==> config.mk <==
export PLATFORM = sky130hd
export DESIGN_NAME = sync_preset_counter
export DESIGN_NICKNAME = d
export VERILOG_FILES = /design/src/rtl/cnt_pkg.sv /design/src/rtl/cnt_ctrl.sv /design/src/rtl/cnt_next.sv /design/src/rtl/cnt_carry.sv /design/src/rtl/sync_preset_counter.sv
export SDC_FILE = /design/constraint.sdc
export NUM_CORES = 1
export LEC_CHECK = 0
export ABC_AREA = 1
export BUFFER_PORTS_ARGS = -buffer_cell sky130_fd_sc_hd__buf_4
export CAP_MARGIN = 20
export CORE_AREA = 3 3 40 42
export DETAILED_ROUTE_END_ITERATION = 8
export DIE_AREA = 0 0 43 45
export GPL_TIMING_DRIVEN = 0
export PLACE_DENSITY_LB_ADDON = 0.15
export RECOVER_POWER = 50
export SLEW_MARGIN = 0
export SYNTH_ARGS = -nofsm -noshare
export SYNTH_HDL_FRONTEND = slang
export SYNTH_SLANG_ARGS = --single-unit
==> constraint.sdc <==
create_clock -name clk -period 1.29 [get_ports clk]
set_input_delay 0.0645 -clock clk [delete_from_list [all_inputs] [get_ports clk]]
set_output_delay 0.0645 -clock clk [all_outputs]
set_load 0.005 [all_outputs]
==> src/rtl/cnt_pkg.sv <==
package cnt_pkg;

    typedef enum logic [1:0] {
        OP_HOLD  = 2'd0,
        OP_COUNT = 2'd1,
        OP_LOAD  = 2'd2,
        OP_CLEAR = 2'd3
    } cnt_op_e;

    typedef struct packed {
        cnt_op_e op;
        logic    carry_en;
    } cnt_ctl_t;

    function automatic int unsigned terminal_of(int unsigned width, bit decade);
        return decade ? 32'd9 : ((32'd1 << width) - 32'd1);
    endfunction

endpackage

==> src/rtl/cnt_ctrl.sv <==
module cnt_ctrl
    import cnt_pkg::*;
(
    input  logic     clr_n,
    input  logic     load_n,
    input  logic     en_p,
    input  logic     en_t,
    output cnt_ctl_t ctl
);
    // Priority: clear, load, count, hold
    always_comb begin
        ctl.carry_en = en_t;
        if (!clr_n)
            ctl.op = OP_CLEAR;
        else if (!load_n)
            ctl.op = OP_LOAD;
        else if (en_p && en_t)
            ctl.op = OP_COUNT;
        else
            ctl.op = OP_HOLD;
    end
endmodule

==> src/rtl/cnt_next.sv <==
module cnt_next
    import cnt_pkg::*;
#(
    parameter int unsigned WIDTH = 4,
    parameter logic [WIDTH-1:0] TERM = '1
) (
    input  cnt_op_e          op,
    input  logic [WIDTH-1:0] cur,
    input  logic [WIDTH-1:0] din,
    output logic [WIDTH-1:0] nxt
);
    logic [WIDTH-1:0] inc;

    // Terminal wraps to zero; values above TERM roll through the full range
    assign inc = (cur == TERM) ? '0 : cur + WIDTH'(1);

    always_comb begin
        unique case (op)
            OP_CLEAR: nxt = '0;
            OP_LOAD:  nxt = din;
            OP_COUNT: nxt = inc;
            default:  nxt = cur;
        endcase
    end
endmodule

==> src/rtl/cnt_carry.sv <==
module cnt_carry #(
    parameter int unsigned WIDTH = 4,
    parameter logic [WIDTH-1:0] TERM = '1
) (
    input  logic [WIDTH-1:0] cur,
    input  logic             carry_en,
    output logic             carry
);
    assign carry = carry_en && (cur == TERM);
endmodule

==> src/rtl/sync_preset_counter.sv <==
module sync_preset_counter
    import cnt_pkg::*;
#(
    parameter int unsigned WIDTH     = 4,
    parameter bit          DECADE    = 1'b0,
    parameter bit          ASYNC_CLR = 1'b0
) (
    input  logic             clk,
    input  logic             clr_n,
    input  logic             load_n,
    input  logic [WIDTH-1:0] din,
    input  logic             en_p,
    input  logic             en_t,
    output logic [WIDTH-1:0] q,
    output logic             carry
);
    localparam logic [WIDTH-1:0] TERM = WIDTH'(terminal_of(WIDTH, DECADE));

    cnt_ctl_t         ctl;
    logic [WIDTH-1:0] cnt_q;
    logic [WIDTH-1:0] cnt_d;

    cnt_ctrl u_ctrl (
        .clr_n  (clr_n),
        .load_n (load_n),
        .en_p   (en_p),
        .en_t   (en_t),
        .ctl    (ctl)
    );

    cnt_next #(.WIDTH(WIDTH), .TERM(TERM)) u_next (
        .op  (ctl.op),
        .cur (cnt_q),
        .din (din),
        .nxt (cnt_d)
    );

    cnt_carry #(.WIDTH(WIDTH), .TERM(TERM)) u_carry (
        .cur      (cnt_q),
        .carry_en (ctl.carry_en),
        .carry    (carry)
    );

    generate
        if (ASYNC_CLR) begin : g_async_clr
            always_ff @(posedge clk or negedge clr_n) begin
                if (!clr_n)
                    cnt_q <= '0;
                else
                    cnt_q <= cnt_d;
            end
        end else begin : g_sync_clr
            always_ff @(posedge clk) begin
                cnt_q <= cnt_d;
            end
        end
    endgenerate

    assign q = cnt_q;
endmodule

**Word level (Yosys, flattened, before mapping)**

Index checks and enable logic that the tools add are counted.

- Bits in registers: 4
- Input port bits: 9
- Output and inout bits: 5
- Logic and storage cells: 14

- Add/sub/neg operators: 1
- Equal/unequal tests: 4
- Multiplexer cells: 5
- Reductions and logical operators: 3

Operators with widths:

| operator | count |
|---|---|
| case mux 4 bit (3 select lines) | 1 |
| adder 4 x 1 -> 4 bit, second input constant | 1 |
| equality test 2 bit, second input constant | 2 |
| equality test 4 bit, second input constant | 1 |
| 2-to-1 mux 2 bit | 2 |
| 2-to-1 mux 4 bit | 1 |
| nonzero test 3 bit | 1 |
| equality test 2 x 1 -> 1 bit, second input constant | 1 |
| logical AND 1 bit | 2 |
| 2-to-1 mux 1 bit | 1 |

**Longest topological paths before layout**

Gate-level depths: netlist of run 1.

- Word-level depth: 6
- Gate-level depth with buffers: 5
- Gate-level depth less buffers: 5

**By module**

Synthesis of run 1 repeated with hierarchy kept, for this count alone.

- Cell total of the unflattened synthesis: 45
- Area total of the unflattened synthesis: 265.3 µm²

By module, submodules not included:

| module | times used | cells an instance | area an instance (µm²) | seq. area each (µm²) |
|---|---|---|---|---|
| cnt_next | 1 | 34 | 152.6 | 0.0 |
| sync_preset_counter | 1 | 4 | 80.1 | 80.1 |
| cnt_ctrl | 1 | 4 | 20.0 | 0.0 |
| cnt_carry | 1 | 3 | 12.5 | 0.0 |

**Least setup slack after synthesis of run 1**

OpenSTA, ideal clock, no wires.

- Path type: reg2reg
- From: register cnt_q[0], in the netlist q[0]
- To: register cnt_q[2], in the netlist q[2], data pin
- Setup time: 253 ps
- Data arrival time: 1012 ps
- Data required time: 1037 ps
- Setup slack: 25 ps
- Stages on the path, launching flop included: 5
- Path buffers: 0
- Clock period less this slack: 1265 ps
- Cells stage by stage: edfxtp_1 > ha_1 > or2_0 > nand3_1 > nand2_1

- Longest elaborated chain between the ends: 3
- Elaborated cells on any way between the ends: 4
- Classes of those cells: add/sub: 1; eq/ne: 1; mux: 2

Ends and longest elaborated chain:

| item | line | text |
|---|---|---|
| start, declared | sync_preset_counter.sv:20 | `logic [WIDTH-1:0] cnt_q;` |
| start signal, assigned | sync_preset_counter.sv:54 | `cnt_q <= cnt_d;` |
| adder 4 x 1 -> 4 bit / equality test 4 bit (equally long branches) | cnt_next.sv:15 | `assign inc = (cur == TERM) ? '0 : cur + WIDTH'(1);` |
| 2-to-1 mux 4 bit (*) | cnt_next.sv:15 |  |
| case mux 4 bit (3 select lines) (*) | cnt_next.sv:18 | `unique case (op)` |
| named net cnt_d[2] | sync_preset_counter.sv:21 | `logic [WIDTH-1:0] cnt_d;` |

Mark *: on every way through the listed nets, which the timed path passes. The rest lies on a longest branch.
A chain may end at the register's enable or synchronous reset.

**Worst setup path after layout of run 1**

Ends and elaborated chain as after synthesis.

==> summary.md, run 1 <==
| Metric | Value |
|---|---|
| Worst r2r dst | q[2]$_DFFE_PP_ |
| Mean post-synth cell area | approximately 8.4 µm² |
| Port bufs | 13 |
| Worst-Margin Slew | 0.225 ns |
| Number of global-route vias before repair | approximately 300 |
| FF-to-FF Start | q[0]$_DFFE_PP_ |
| FP Rows | 13 |
| Yosys top cell by area | edfxtp_1 |
| Compound-gate portion of the synthesized area | 0.0327 |
| Slew Limit Fails | 0 |
| Largest net degree at the start of global routing | 7 |
| DR vias/cell | 4.45 |
| Crit path from | q[0]$_DFFE_PP_ |
| Syn nets | between 40 and 50 |
| XOR/XNOR Fraction of Synth Area | 0 |
| Rel. slew slack | 0.849 |
| Worst-Skew Late Latency | about 0.24 ns |
| Max FO, Critical Path | 3 |
| Worst Hold Endpoint | q[2]$_DFFE_PP_ |
| Number of diodes | 0 |
| Post-synth EDFFs | 4 |
| TritonCTS buffer count | 3 |
| Yosys warns | 0 |
| Status | completed |
| Cts hold-fix bufs | 0 |
| Drt pass-1 iters | 4 |
| HPWL Detailed | 541 µm |
| Die extent in y | roughly 45 µm |
| Global route overflow | 0 |
| Setup-failing EPs final | 0 |
| Reg2reg setup slack | 0.09 ns |
| Achievable Freq | approximately 830 MHz |
| DR iter-0 viols | 6 |
| Post-synthesis cell area | 268 µm² |
| FF+latch area | 120 µm² |
| H-Tree Depth | 1 |
| Hold Crit Start | din[2] |
| Unrepaired setup endpoints after global routing | false |
| Placement Setup Slack | -0.0269 ns |
| Flops & latches, synth | 4 |
| Max stage delay on crit path | 0.40 ns |
| Final net count | 63 |
| Synth Area in Simple Gates | 0.430 |
| GPL Wtd Cong | 0.771 |
| Area contributors post-synth | edfxtp_1 45%, nand3_1 17%, nand2_1 11% |
| Setup ws final | 0.0855 ns |
| Routed WL per cell | 10.5 µm |
| Max reg flops | 4 |
| Crit path capture type | register |
| Commonest cells in the netlist | 9 x nand3_1, 8 x nand2_1, 4 x edfxtp_1 |
| Mux contribution to synthesized area | 0 |
| Hold Vio Cnt, Final | 0 |
| Total negative slack | 0 ns |
| Hold depth | 3 |
| Critical path class | reg2reg |
| Main combinational cell family by area after synthesis | simple AND/OR/NAND/NOR gates |
| Skew final | 0.00903 ns |
| Lkg Pwr | 0.209 nW |
| TritonCTS Sinks | 4 |
| Most frequent cell after synthesis | nand3_1 |
| Initial antenna violation count | 0 |
| Share of layout cells above drive strength 1 | 0.471 |
| Chip width | 43 µm |
| Final worst path period need | ~1.2 ns |
| Worst vdd rail ir drop | 0.000559 V |
| Fill count | 135 |
| Adder-Cell Fraction of Synth Area | 0.0467 |
| Core ar. | 0.00128 mm² |
| Share of the synthesized area in the top cell type | 0.449 |
| Pwr/cell area | 940 mW/mm² |
| Period utilization | 0.934 |
| Final hold slack | between 0.1 and 0.15 ns |
| CTS tree | built |
| CP required | 1.28 ns |
| Cells after Synth | 32 |
| DR DRC count | 0 |
| Die area | 0.00194 mm² |
| Crit-path cells | ha_2 > or2_0 > nand3_1 > nand2_1 |
| Yosys cell types | 11 |
| Area growth syn-to-layout | 62.1% |
| Critical path launch point type | register |
| Vias | 294 |
| Initial core utilization | 0.208 |
| Area of the multi-input gates | 141 µm² |
| R2R depth | 4 |
| Root buffer cell | clkbuf_4 |
| Clk slew on worst S/H paths | 0.04 ns |
| Top_reg_cell synth | edfxtp_1 |
| Routed Antenna Nets | 0 |
| Gr usage total | 0.0861 |
| Hold WC Path Type | in2reg |
| Max clock buf depth | 2 |
| Critical path arrival | 1.20 ns |
| First-pass GRT wire length | 1220 µm |
| Share of synthesized registers carrying an async set or reset | 0 |
| Drt total wl | 696 µm |
| Seq/Total Area, Yosys | 0.449 |
| Max Cap Viol | 0 |
| Slowest CP cell | edfxtp_1 |
| I/O Pins | 14 |
==> how the worst max path moves through the flow <==
stage | end | slack [ns] | cells past startpoint
finish | q[2]$_DFFE_PP_ | 0.09 | 4
global route | q[2]$_DFFE_PP_ | 0.01 | 4
CTS | carry | 0.01 | 4
detailed placement | q[2]$_DFFE_PP_ | -0.03 | 4
global placement | q[2]$_DFFE_PP_ | -0.02 | 4
floorplan | q[2]$_DFFE_PP_ | 0.03 | 4
==> cell type report <==
type                            count  share of cell area
Multi-Input combinational cell     25               0.326
Sequential cell                     4               0.277
Timing Repair Buffer               16               0.277
Clock buffer                        3              0.0519
Tap cell                           15              0.0432
Inverter                            3              0.0259
==> stage by stage <==
stage                     total power (W)  area, µm²  instances   util
after floorplan                  0.000196        268         32      -
after global placement           0.000240        384         60  0.299
after detailed placement         0.000242        384         60  0.299
after CTS                        0.000405        414         64  0.322
after global routing             0.000440        434         66  0.338
final                            0.000408        434         66  0.338
==> worst max-delay path, delay by kind of cell, from the launching register on <==
family / cells / cell delay (ns)
AND/OR/NAND/NOR: 3 / 0.35
flip-flops: 1 / 0.40
adder cells (fa/ha/maj): 1 / 0.22
==> cell usage in the layout, fill, tap and decap left out <==
master	n
buf_4	13
clkbuf_4	6
edfxtp_1	4
ha_2	1
inv_1	3
nand2_1	9
nand2_2	1
nand3_1	8
nand3_2	1
nand4_1	1
nor2_1	1
nor2_4	1
o21ai_2	1
or2_0	1
==> logic make-up after synthesis <==
kind of cell             after synthesis
AO/OA/AOI/OAI                          1
AND/OR/NAND/NOR                       23
adder cells (fa/ha/maj)                1
buffers and inverters                  3
flip-flops                             4
==> layer usage <==
| layer | GRT usage | up-vias | routed length [µm] |
|---|---|---|---|
| li1 | - | 149 | - |
| met1 | 0.102 | 124 | 321 |
| met2 | 0.132 | 19 | 280 |
| met3 | 0.0438 | 2 | 85 |
| met4 | 0.0361 | 0 | 9 |
| met5 | 0 | - | 0 |
==> power breakdown <==
group	switching [W]	leakage, nW	total (W)	internal (W)
Clock	0.0000524	0.0138	0.000157	0.000104
Sequential	0.0000110	0.0448	0.000168	0.000157
Combinational	0.0000355	0.150	0.0000838	0.0000482
==> repair_timing <==
item / in CTS / in global routing
setup buffers: 1 / 2
resized for setup: 0 / 2
setup endpoints to repair: 2 / 2
(Power assumes the default switching activity.)
==> run 2: changes to the inputs <==
- ABC_AREA: 1 -> 0
- CAP_MARGIN: 20 -> not set
==> run 2 against run 1 <==
Net effect:
- register-to-register slack got worse by 0.07 ns
- largest power group unchanged
- worst setup slack got worse by 0.072 ns
- first-iteration DRC count rose by 17%
- final area fell by 5.2%
- non-clock buffer count fell by 1
- utilization fell by 1.8 points
- sequential share of layout area rose by 1.5 points
- critical path depth did not move
==> summary.md, run 2 <==
| Metric | Value |
|---|---|
| Die area | 0.00194 mm² (unchanged) |
| Seq/Total Area, Yosys | 0.471 (was 0.449) |
| Hold WC Path Type | in2reg (unchanged) |
| Cells after Synth | 24 (was 32) |
| Die extent in y | 45 µm (unchanged) |
| DR vias/cell | 4.67 (was 4.45) |
| Core ar. | 0.00128 mm² (unchanged) |
| Yosys cell types | 16 (was 11) |
| Most common cell after layout, fill and taps aside | buf_4 (unchanged) |
| Number of diodes | 0 (unchanged) |
| Slew Limit Fails | 0 (unchanged) |
| Chip width | 43 µm (unchanged) |
| Worst-Skew Late Latency | 0.23 ns (was 0.24 ns) |
| Initial core utilization | 0.199 (was 0.208) |
| Share of the synthesized area in the top cell type | 0.471 (was 0.449) |
| Critical path arrival | 1.35 ns (was 1.20 ns) |
| Lkg Pwr | 0.189 nW (was 0.209 nW) |
| H-Tree Depth | 1 (unchanged) |
| Top_reg_cell synth | edfxtp_1 (unchanged) |
| Achievable Freq | 783 MHz (was 830 MHz) |
| Worst vdd rail ir drop | 0.000315 V (was 0.000559 V) |
| Skew final | 0.00258 ns (was 0.00903 ns) |
| Max stage delay on crit path | 0.39 ns (was 0.40 ns) |
| Drt pass-1 iters | 4 (unchanged) |
| Total power | 0.000405 W (was 0.000408 W) |
| Critical path launch point type | register (unchanged) |
| Max Cap Viol | 0 (unchanged) |
| GPL Wtd Cong | 0.639 (was 0.771) |
| Slowest CP cell | edfxtp_1 (unchanged) |
| Routed Antenna Nets | 0 (unchanged) |
| Max clock buf depth | 2 (unchanged) |
| Share of layout cells above drive strength 1 | 0.524 (was 0.471) |
| Critical path class | reg2reg (unchanged) |
| Initial antenna violation count | 0 (unchanged) |
| Gr usage total | 0.0729 (was 0.0861) |
| Clk slew on worst S/H paths | 0.04 ns (about the same) |
| Area contributors post-synth | edfxtp_1 47%, nand2_1 5.9%, ha_1 4.9% (was edfxtp_1 45%, nand3_1 17%, nand2_1 11%) |
| Unrepaired setup endpoints after global routing | true (was false) |
| Flops & latches, synth | 4 (unchanged) |
| Largest net degree at the start of global routing | 7 (unchanged) |
| Post-CTS sizing | 0 (unchanged) |
| FP Rows | 13 (unchanged) |
| Number of global-route vias before repair | 239 (was 293) |
| Post-synth EDFFs | 4 (unchanged) |
| Total negative slack | 0 ns (unchanged) |
| Hold Vio Cnt, Final | 0 (unchanged) |
| Drt total wl | 705 µm (was 696 µm) |
| Crit path capture type | register (unchanged) |
| Yosys warns | 0 (unchanged) |
| Vias | 266 (was 294) |
| Syn nets | 34 (was 42) |
| Area growth syn-to-layout | 61.3% (was 62.1%) |
| Global route overflow | 0 (unchanged) |
| Fill count | 144 (was 135) |
| CTS tree | built (unchanged) |
| Post-synthesis cell area | 255 µm² (was 268 µm²) |
| Mean post-synth cell area | 10.6 µm² (was 8.37 µm²) |
| Max reg flops | 4 (unchanged) |
| Commonest cells in the netlist | 4 x edfxtp_1, 4 x nand2_1, 2 x inv_1, 2 x o21ai_0 (was 9 x nand3_1, 8 x nand2_1, 4 x edfxtp_1) |
| Final net count | 54 (was 63) |
| Rel. slew slack | 0.778 (was 0.849) |
| TritonCTS buffer count | 3 (unchanged) |
| Most frequent cells in the layout | 13 x buf_4, 5 x clkbuf_4, 4 x nand2_1, 4 x edfxtp_1 (was 13 x buf_4, 9 x nand2_1, 8 x nand3_1) |
| Port bufs | 13 (unchanged) |
| Period utilization | 0.989 (was 0.934) |
| Crit-path cells | ha_2 > a21o_2 > a211o_1 > o211ai_1 (was ha_2 > or2_0 > nand3_1 > nand2_1) |
| First-pass GRT wire length | 979 µm (was 1220 µm) |
| Worst-Margin Slew | 0.333 ns (was 0.225 ns) |
| Root buffer cell | clkbuf_4 (unchanged) |
| CP required | 1.37 ns (was 1.28 ns) |
| DR DRC count | 0 (unchanged) |
| Routed WL per cell | 12.4 µm (was 10.5 µm) |
| TritonCTS Sinks | 4 (unchanged) |
| Fin util | 0.320 (was 0.338) |
| Max FO, Critical Path | 4 (was 3) |
| DR iter-0 viols | 7 (was 6) |
| Setup-failing EPs final | 0 (unchanged) |
| Share of synthesized registers carrying an async set or reset | 0 (unchanged) |
| Status | completed (unchanged) |
| Final worst path period need | 1.28 ns (was 1.20 ns) |
| I/O Pins | 14 (unchanged) |
| Yosys top cell by area | edfxtp_1 (unchanged) |
| Pwr/cell area | 985 mW/mm² (was 940 mW/mm²) |
-- run 2: worst paths after layout --
kind,startpoint,end,slack (ns),cells after the start
setup reg to reg,q[0]$_DFFE_PP_,q[3]$_DFFE_PP_,0.01,4
hold / removal,din[0],q[0]$_DFFE_PP_,0.11,2
hold reg to reg,q[2]$_DFFE_PP_,q[2]$_DFFE_PP_,0.78,2
setup / recovery,q[0]$_DFFE_PP_,q[3]$_DFFE_PP_,0.01,4
-- run 2: cell type report --
cell class	instances	area, µm²	area share
clock buffers	3	22.5	0.0547
inverters	2	7.51	0.0182
multi-input cells	18	130	0.316
flip-flops and latches	4	120	0.292
well taps	15	18.8	0.0456
repair buffers	15	113	0.274
-- run 2: cells by family (layout without fill, tap and decap cells) --
group | after synthesis | in the layout | synth area share
buffers and inverters | 2 | 20 | 0.0294
xor gates and xnor gates | 1 | 1 | 0.0343
adders and majority gates | 1 | 1 | 0.0490
AOI/OAI and AO/OA | 7 | 7 | 0.201
and+or+nand+nor | 9 | 9 | 0.216
DFF | 4 | 4 | 0.471
-- run 2: where the power goes --
| part | total [W] | internal, W | switching, W | leakage (nW) |
|---|---|---|---|---|
| logic | 0.0000809 | 0.0000480 | 0.0000329 | 0.131 |
| registers | 0.000167 | 0.000157 | 0.0000103 | 0.0448 |
| clock network | 0.000157 | 0.000104 | 0.0000532 | 0.0138 |
| total | 0.000405 | 0.000309 | 0.0000964 | 0.189 |
-- run 2: routing by layer --
metal  vias up  GRT usage  routed length, µm  share of wire
met5         -          0                  0              0
met4         0     0.0542                  0              0
met3         0     0.0279                 69          0.098
met2        12      0.114                325           0.46
met1       123     0.0809                310           0.44
li1        131          -                  -              -
-- run 2: critical path, delay by kind of cell (launching register included) --
family | cells | cell delay, ns
AOI/OAI and AO/OA | 3 | 0.51
DFF | 1 | 0.39
adders and majority gates | 1 | 0.22
-- run 2: per-stage QoR --
| step | hold slack, ns | setup WS (ns) | cell area [µm²] | std cells |
|---|---|---|---|---|
| 3_5_place_dp | 0.341 | -0.0567 | 374 | 52 |
| 2_1_floorplan | 0.250 | -0.000165 | 258 | 24 |
| 6_report | 0.109 | 0.0136 | 412 | 57 |
| 5_1_grt | 0.0975 | -0.0387 | 412 | 57 |
| 3_3_place_gp | 0.339 | -0.0525 | 374 | 52 |
| 4_1_cts | 0.0951 | 0.0143 | 412 | 57 |
-- run 2: repair_timing --
item / CTS / global route
cloned: 0 / 0
buffers inserted: 2 / 0
setup endpoints to repair: 2 / 1
hold buffers: 0 / 0
